$ cat config.mk
export PLATFORM = sky130hd
export DESIGN_NAME = mac_stat_bank
export DESIGN_NICKNAME = d
export VERILOG_FILES = /design/src/rtl/mstat_pkg.sv /design/src/rtl/mstat_counter.sv /design/src/rtl/mstat_flags.sv /design/src/rtl/mstat_hostif.sv /design/src/rtl/mac_stat_bank.sv
export SDC_FILE = /design/constraint.sdc
export NUM_CORES = 1
export LEC_CHECK = 0
export ABC_CLOCK_PERIOD_IN_PS = 2400
export BUFFER_PORTS_ARGS = -buffer_cell sky130_fd_sc_hd__buf_2
export CORE_UTILIZATION = 56
export CTS_BUF_LIST = sky130_fd_sc_hd__clkbuf_4
export DETAILED_ROUTE_END_ITERATION = 6
export PLACE_DENSITY = 0.83
export SKIP_LAST_GASP = 1
export SYNTH_ARGS = -nofsm -noshare
export SYNTH_HDL_FRONTEND = slang
export SYNTH_HIERARCHICAL = 1
export SYNTH_SLANG_ARGS = --single-unit
$ cat constraint.sdc
create_clock -name clk -period 2.4 [get_ports clk]
set_clock_uncertainty 0.1 [all_clocks]
set_input_delay 0.12 -clock clk [delete_from_list [all_inputs] [get_ports clk]]
set_output_delay 0.12 -clock clk [all_outputs]
set_load 0.005 [all_outputs]
$ cat src/rtl/mstat_pkg.sv
package mstat_pkg;

    localparam int NUM_RX   = 7;
    localparam int NUM_TX   = 7;
    localparam int FIELD_W  = 5;
    localparam int FLAG_MAX = 64;

    typedef enum logic [1:0] {
        GRP_RX   = 2'd0,
        GRP_TX   = 2'd1,
        GRP_REG  = 2'd2,
        GRP_NONE = 2'd3
    } grp_e;

    typedef enum logic [1:0] {
        REG_FLAG1 = 2'd0,
        REG_FLAG2 = 2'd1,
        REG_MASK1 = 2'd2,
        REG_MASK2 = 2'd3
    } reg_e;

    typedef struct packed {
        grp_e       grp;
        logic [2:0] idx;
    } target_t;

    // Flag bit of each receive counter
    function automatic int rx_flag_pos(input int i);
        case (i)
            0:       return 0;
            1:       return 2;
            2:       return 3;
            3:       return 6;
            4:       return 7;
            5:       return 8;
            default: return 14;
        endcase
    endfunction

    // Flag bit of each transmit counter
    function automatic int tx_flag_pos(input int i);
        case (i)
            0:       return 2;
            1:       return 4;
            2:       return 5;
            3:       return 6;
            4:       return 8;
            5:       return 15;
            default: return 16;
        endcase
    endfunction

    // Only the alignment counter on the receive side is short
    function automatic bit rx_is_short(input int i);
        return (i == 5);
    endfunction

    function automatic logic [FLAG_MAX-1:0] rx_legal_bits();
        logic [FLAG_MAX-1:0] m;
        m = '0;
        for (int i = 0; i < NUM_RX; i++) m[rx_flag_pos(i)] = 1'b1;
        return m;
    endfunction

    function automatic logic [FLAG_MAX-1:0] tx_legal_bits();
        logic [FLAG_MAX-1:0] m;
        m = '0;
        for (int i = 0; i < NUM_TX; i++) m[tx_flag_pos(i)] = 1'b1;
        return m;
    endfunction

    // Address field split: [4:3] group, [2:0] index
    function automatic target_t decode(input logic [FIELD_W-1:0] a, input logic hi_zero);
        target_t t;
        t.idx = a[2:0];
        t.grp = GRP_NONE;
        if (hi_zero) begin
            case (a[4:3])
                2'd0: t.grp = (a[2:0] == 3'd7) ? GRP_NONE : GRP_RX;
                2'd1: t.grp = (a[2:0] == 3'd7) ? GRP_NONE : GRP_TX;
                2'd2: t.grp = a[2] ? GRP_NONE : GRP_REG;
                default: t.grp = GRP_NONE;
            endcase
        end
        return t;
    endfunction

endpackage

$ cat src/rtl/mstat_counter.sv
module mstat_counter #(
    parameter int W     = 12,
    parameter int REG_W = 32
) (
    input  logic             clk,
    input  logic             rst,
    input  logic             evt,
    input  logic             clr,
    output logic             wrap,
    output logic [REG_W-1:0] value
);
    localparam logic [W-1:0] ALL_ONES = '1;

    logic [W-1:0] cnt;

    always_ff @(posedge clk) begin
        if (rst)       cnt <= '0;
        else if (clr)  cnt <= '0;
        else if (evt)  cnt <= cnt + 1'b1;
    end

    assign wrap  = evt && !clr && (cnt == ALL_ONES);
    assign value = REG_W'(cnt);

    // one step per strobe below the top
    a_r2_step: assert property (@(posedge clk) disable iff (rst)
        (evt && !clr && cnt != ALL_ONES) |=> (cnt == W'($past(cnt) + 1'b1)));

    // no strobe, no change
    a_r2_hold: assert property (@(posedge clk) disable iff (rst)
        (!evt && !clr) |=> $stable(cnt));

    // rollover lands on zero
    a_r3_rollover: assert property (@(posedge clk) disable iff (rst)
        (evt && cnt == ALL_ONES) |=> (cnt == '0));

    // host clear wins
    a_r5_clear: assert property (@(posedge clk) disable iff (rst)
        clr |=> (cnt == '0));

endmodule

$ cat src/rtl/mstat_flags.sv
module mstat_flags #(
    parameter int               REG_W = 32,
    parameter logic [REG_W-1:0] LEGAL = '1
) (
    input  logic             clk,
    input  logic             rst,
    input  logic [REG_W-1:0] set_vec,
    input  logic             clr_en,
    input  logic             mask_we,
    input  logic [REG_W-1:0] wdata,
    output logic [REG_W-1:0] flags,
    output logic [REG_W-1:0] mask,
    output logic             pending
);
    logic [REG_W-1:0] clr_vec;

    assign clr_vec = clr_en ? wdata : '0;

    always_ff @(posedge clk) begin
        if (rst) begin
            flags <= '0;
            mask  <= '1;
        end else begin
            flags <= ((flags & ~clr_vec) | set_vec) & LEGAL;
            if (mask_we) mask <= wdata;
        end
    end

    assign pending = |(flags & ~mask);

    // a wrap always leaves its flag set, even against a clear
    a_r7_set_wins: assert property (@(posedge clk) disable iff (rst)
        (|set_vec) |=> ((flags & $past(set_vec)) == $past(set_vec)));

    // written ones clear unless a wrap hits the same bit
    a_r6_w1c: assert property (@(posedge clk) disable iff (rst)
        clr_en |=> ((flags & $past(wdata) & ~$past(set_vec)) == '0));

    // a flag only falls through a host clear
    a_r8_sticky: assert property (@(posedge clk) disable iff (rst)
        1'b1 |=> ((~flags & $past(flags) & ~$past(clr_vec)) == '0));

    // bits without a counter stay zero
    a_r8_legal: assert property (@(posedge clk) disable iff (rst)
        ((flags & ~LEGAL) == '0));

endmodule

$ cat src/rtl/mstat_hostif.sv
module mstat_hostif
    import mstat_pkg::*;
#(
    parameter int ADDR_W = 5,
    parameter int REG_W  = 32,
    parameter int N_RX   = NUM_RX,
    parameter int N_TX   = NUM_TX
) (
    input  logic                       clk,
    input  logic                       rst,
    input  logic                       host_we,
    input  logic [ADDR_W-1:0]          host_addr,
    input  logic [N_RX-1:0][REG_W-1:0] rx_val,
    input  logic [N_TX-1:0][REG_W-1:0] tx_val,
    input  logic [REG_W-1:0]           flag1,
    input  logic [REG_W-1:0]           flag2,
    input  logic [REG_W-1:0]           mask1,
    input  logic [REG_W-1:0]           mask2,
    output logic [N_RX-1:0]            rx_clr,
    output logic [N_TX-1:0]            tx_clr,
    output logic                       flag1_clr,
    output logic                       flag2_clr,
    output logic                       mask1_we,
    output logic                       mask2_we,
    output logic [REG_W-1:0]           rdata
);
    target_t tgt;
    logic    hi_zero;

    assign hi_zero = ((host_addr >> FIELD_W) == '0);
    assign tgt     = decode(FIELD_W'(host_addr), hi_zero);

    // write strobes
    always_comb begin
        rx_clr    = '0;
        tx_clr    = '0;
        flag1_clr = 1'b0;
        flag2_clr = 1'b0;
        mask1_we  = 1'b0;
        mask2_we  = 1'b0;
        if (host_we) begin
            case (tgt.grp)
                GRP_RX: rx_clr[tgt.idx] = 1'b1;
                GRP_TX: tx_clr[tgt.idx] = 1'b1;
                GRP_REG: begin
                    case (reg_e'(tgt.idx[1:0]))
                        REG_FLAG1: flag1_clr = 1'b1;
                        REG_FLAG2: flag2_clr = 1'b1;
                        REG_MASK1: mask1_we  = 1'b1;
                        default:   mask2_we  = 1'b1;
                    endcase
                end
                default: ;
            endcase
        end
    end

    // read mux
    always_comb begin
        rdata = '0;
        case (tgt.grp)
            GRP_RX: rdata = rx_val[tgt.idx];
            GRP_TX: rdata = tx_val[tgt.idx];
            GRP_REG: begin
                case (reg_e'(tgt.idx[1:0]))
                    REG_FLAG1: rdata = flag1;
                    REG_FLAG2: rdata = flag2;
                    REG_MASK1: rdata = mask1;
                    default:   rdata = mask2;
                endcase
            end
            default: rdata = '0;
        endcase
    end

    // a write reaches at most one target and only when enabled
    a_r10_one_target: assert property (@(posedge clk) disable iff (rst)
        $onehot0({rx_clr, tx_clr, flag1_clr, flag2_clr, mask1_we, mask2_we}));

    a_r10_idle: assert property (@(posedge clk) disable iff (rst)
        !host_we |-> ({rx_clr, tx_clr, flag1_clr, flag2_clr, mask1_we, mask2_we} == '0));

endmodule

$ cat src/rtl/mac_stat_bank.sv
module mac_stat_bank
    import mstat_pkg::*;
#(
    parameter int SHORT_W = 12,
    parameter int LONG_W  = 16,
    parameter int REG_W   = 32,
    parameter int ADDR_W  = 5
) (
    input  logic              clk,
    input  logic              rst,
    input  logic [NUM_RX-1:0] rx_evt,
    input  logic [NUM_TX-1:0] tx_evt,
    input  logic              host_we,
    input  logic [ADDR_W-1:0] host_addr,
    input  logic [REG_W-1:0]  host_wdata,
    output logic [REG_W-1:0]  host_rdata,
    output logic              irq
);
    localparam logic [FLAG_MAX-1:0] RX_ALL = rx_legal_bits();
    localparam logic [FLAG_MAX-1:0] TX_ALL = tx_legal_bits();
    localparam logic [REG_W-1:0]    RX_LEGAL = RX_ALL[REG_W-1:0];
    localparam logic [REG_W-1:0]    TX_LEGAL = TX_ALL[REG_W-1:0];

    logic [NUM_RX-1:0]            rx_clr, rx_wrap;
    logic [NUM_TX-1:0]            tx_clr, tx_wrap;
    logic [NUM_RX-1:0][REG_W-1:0] rx_val;
    logic [NUM_TX-1:0][REG_W-1:0] tx_val;
    logic [REG_W-1:0]             set1, set2;
    logic [REG_W-1:0]             flag1, flag2, mask1, mask2;
    logic                         flag1_clr, flag2_clr, mask1_we, mask2_we;
    logic                         pend1, pend2;

    for (genvar i = 0; i < NUM_RX; i++) begin : g_rx
        localparam int CW = rx_is_short(i) ? SHORT_W : LONG_W;
        mstat_counter #(.W(CW), .REG_W(REG_W)) u_cnt (
            .clk   (clk),
            .rst   (rst),
            .evt   (rx_evt[i]),
            .clr   (rx_clr[i]),
            .wrap  (rx_wrap[i]),
            .value (rx_val[i])
        );
    end

    for (genvar i = 0; i < NUM_TX; i++) begin : g_tx
        mstat_counter #(.W(SHORT_W), .REG_W(REG_W)) u_cnt (
            .clk   (clk),
            .rst   (rst),
            .evt   (tx_evt[i]),
            .clr   (tx_clr[i]),
            .wrap  (tx_wrap[i]),
            .value (tx_val[i])
        );
    end

    // Route each wrap to its fixed flag bit
    always_comb begin
        set1 = '0;
        set2 = '0;
        for (int i = 0; i < NUM_RX; i++) set1[rx_flag_pos(i)] = set1[rx_flag_pos(i)] | rx_wrap[i];
        for (int i = 0; i < NUM_TX; i++) set2[tx_flag_pos(i)] = set2[tx_flag_pos(i)] | tx_wrap[i];
    end

    mstat_flags #(.REG_W(REG_W), .LEGAL(RX_LEGAL)) u_flag1 (
        .clk     (clk),
        .rst     (rst),
        .set_vec (set1),
        .clr_en  (flag1_clr),
        .mask_we (mask1_we),
        .wdata   (host_wdata),
        .flags   (flag1),
        .mask    (mask1),
        .pending (pend1)
    );

    mstat_flags #(.REG_W(REG_W), .LEGAL(TX_LEGAL)) u_flag2 (
        .clk     (clk),
        .rst     (rst),
        .set_vec (set2),
        .clr_en  (flag2_clr),
        .mask_we (mask2_we),
        .wdata   (host_wdata),
        .flags   (flag2),
        .mask    (mask2),
        .pending (pend2)
    );

    mstat_hostif #(.ADDR_W(ADDR_W), .REG_W(REG_W), .N_RX(NUM_RX), .N_TX(NUM_TX)) u_host (
        .clk       (clk),
        .rst       (rst),
        .host_we   (host_we),
        .host_addr (host_addr),
        .rx_val    (rx_val),
        .tx_val    (tx_val),
        .flag1     (flag1),
        .flag2     (flag2),
        .mask1     (mask1),
        .mask2     (mask2),
        .rx_clr    (rx_clr),
        .tx_clr    (tx_clr),
        .flag1_clr (flag1_clr),
        .flag2_clr (flag2_clr),
        .mask1_we  (mask1_we),
        .mask2_we  (mask2_we),
        .rdata     (host_rdata)
    );

    assign irq = pend1 | pend2;

    // no flags, no interrupt
    a_r9_quiet: assert property (@(posedge clk) disable iff (rst)
        (flag1 == '0 && flag2 == '0) |-> !irq);

    // everything masked, no interrupt
    a_r9_masked: assert property (@(posedge clk) disable iff (rst)
        (&mask1 && &mask2) |-> !irq);

    // a wrap strobe reaches its flag word at the next edge
    a_r3_flag_follows: assert property (@(posedge clk) disable iff (rst)
        (|rx_wrap) |=> (flag1 != '0));

endmodule

==> summary.md <==
| Metric | Value |
|---|---|
| Worst hold path type | `input port to flop` |
| Max_cap viols | `0` |
| Setup WS post-layout | `-107 ps` |
| Fraction of layout cells with a size suffix above 1 | `0.202` |
| Most common cell after layout, fill and taps aside | `conb_1` |
| Min Tclk post-route | `2510 ps` |
| Clk slew on worst S/H paths | `70 ps` |
| Cell Rows | `between 60 and 70` |
| Slowest cell on crit path | `mux4_2` |
| Die Span Y | `187 um` |
| CTS H-tree depth | `3` |
| TritonRoute pass-1 iters | `6` |
| Place WS | `189 ps` |
| Core area | `33700 um2` |
| Die Area | `35100 um2` |
| Filler cell count | `2850` |
| Drt total wl | `46800 um` |
| Status | `finished, violations left` |
| Placed cell count | `2555` |
| Most frequent cells in the layout | `conb_1 (306), dfxtp_1 (233), nor2_1 (203)` |
| Failing checks | `negative setup slack` |
| DR WL/cell | `17.1 um` |
| Hpwl dp | `33100 um` |
| Number of placed I/O pins | `87` |
| Effective utilization at floorplan | `0.572` |
| NumNets Final | `2304` |
| WP data arrival | `2290 ps` |
| Worst Path Buf+Inv | `1` |
| Critical-path cell list | `mux4_2 -> o21ai_2 -> a21oi_1 -> a221o_1 -> buf_2` |
| Final Hold Viols | `0` |
| First-pass GRT wire length | `75500 um` |
| Final-report max-slew violation count | `0` |
| CTS tree | `done` |
| Crit-path max FO | `6` |
| Crit path largest cell delay | `around 500 ps` |
| Syn. warnings | `6` |
| Starting DRT DRC Count | `1577` |
| Total CTS buffers | `between 70 and 80` |
| GPL Wtd Cong | `0.932` |
| Nature of the critical path endpoint | `output port` |
| CTS sink count | `270` |
| Initial antenna violation count | `1` |
| Leakage power | `7.67 nW` |
| CP Launch Type | `flop` |
| Pin count of the biggest net entering global routing | `92` |
| Placed cell area | `18600 um2` |
| Post-DR vias/cell | `around 5.8` |
| CTS root buf | `clkbuf_4` |
| Max clock buf depth | `3` |
| Avg Cell Area, Syn | `approximately 9 um2` |
| Vias in the first global route | `15000` |
| Die Wd | `around 190 um` |
| RSZ-0062 raised after global routing | `true` |
| Clk Latency, worst-skew pair | `around 700 ps` |
| Total power | `10.2 mW` |
| Crit path max-delay family | `compound AO/OA/AOI/OAI gates` |
| DRT antenna net count | `0` |
| Max-slew headroom | `0.544` |
| Non-Filler Instances | `2736` |
| Final setup viols | `16` |
| Sequential Area | `5460 um2` |
| Synthesis-to-finish area growth | `4.50%` |
| Critical Path RT | `approximately 2200 ps` |
| FMAX | `399 MHz` |
| Worst Tran Pin Value | `684 ps` |
| Mapped Area | `19300 um2` |
| Congestion Overflow GR | `0` |
| Finished Cell Area | `20100 um2` |
| DRC | `0` |
| Via count | `15800` |
| VDD IR max | `0.000336 V` |
| WS Path Type | `flop to output port` |
| Area of the multi-input gates | `approximately 12000 um2` |
| Pwr per Cell Area | `509 nW/um2` |
| IO Port Bufs | `86` |
| Gr usage total | `0.264` |
| Mapped Cells | `2127` |
| Tcrit/Tclk final | `1.04` |
==> tightest hold or removal path, stage by stage <==
cell	delay, ps
dlygate4sd3_1	520
buf_2	110
a211o_1	110
==> registers in the layout (all words and copies together), names as in the netlist <==
name and flops:
g_rx.u_cnt/cnt 108, g_tx.u_cnt/cnt 84, u_flag1/flags 7, u_flag1/mask 32, u_flag2/flags 7, u_flag2/mask 32
==> final timing paths <==
| path | startpoint | to | slack, ps | cells past startpoint |
|---|---|---|---|---|
| max | g_rx[3].u_cnt/cnt[12]$_SDFFE_PP0P_ | host_rdata[12] | -110 | 5 |
| max reg2reg | g_rx[4].u_cnt/cnt[2]$_SDFFE_PP0P_ | u_flag1/flags[7]$_SDFF_PP0_ | 220 | 6 |
| min reg2reg | g_tx[3].u_cnt/cnt[10]$_SDFFE_PP0P_ | g_tx[3].u_cnt/cnt[10]$_SDFFE_PP0P_ | 400 | 2 |
| min | host_wdata[23] | u_flag2/mask[23]$_SDFFE_PP1P_ | 100 | 3 |
==> stage by stage <==
step	utilization	hold WS, ps	setup TNS (ps)
after floorplan	-	138	0
after global placement	0.551	240	0
after detailed placement	0.551	246	0
after CTS	0.597	41.6	-1550
after global routing	0.597	73.9	-2460
final	0.597	104	-1100
==> final cells by class <==
class,count,area share
Multi-Input combinational cell,1669,0.578
Antenna cell,1,0.000124
Timing Repair Buffer,182,0.0688
Sequential cell,270,0.271
Clock buffer,110,0.0410
Clock inverter,18,0.00597
Tap cell,448,0.0279
Inverter,38,0.00709
==> where the power goes <==
group	leakage (nW)	switching, mW	internal (mW)
clock	0.562	2.03	2.22
combinational	4.90	0.733	0.627
sequential	2.20	0.0890	4.55
total	7.67	2.85	7.39
==> routing by layer <==
metal  vias up  GRT usage  part of all wire
met5         -          0                 0
met4         0      0.127             0.040
met3       135     0.0447             0.071
met2       640      0.434              0.48
met1      7611      0.336              0.41
li1       7381          -                 -
==> what timing repair did <==
| item | CTS | global route |
|---|---|---|
| gates cloned | 0 | 0 |
| setup buffers | 2 | 0 |
| hold buffers | 50 | 0 |
| pin swaps | 7 | 3 |
| gates resized for setup | 47 | 9 |
| endpoints found under the setup margin | 16 | 29 |
| endpoints found under the hold margin | 270 | 0 |
(Power assumes the default switching activity.)
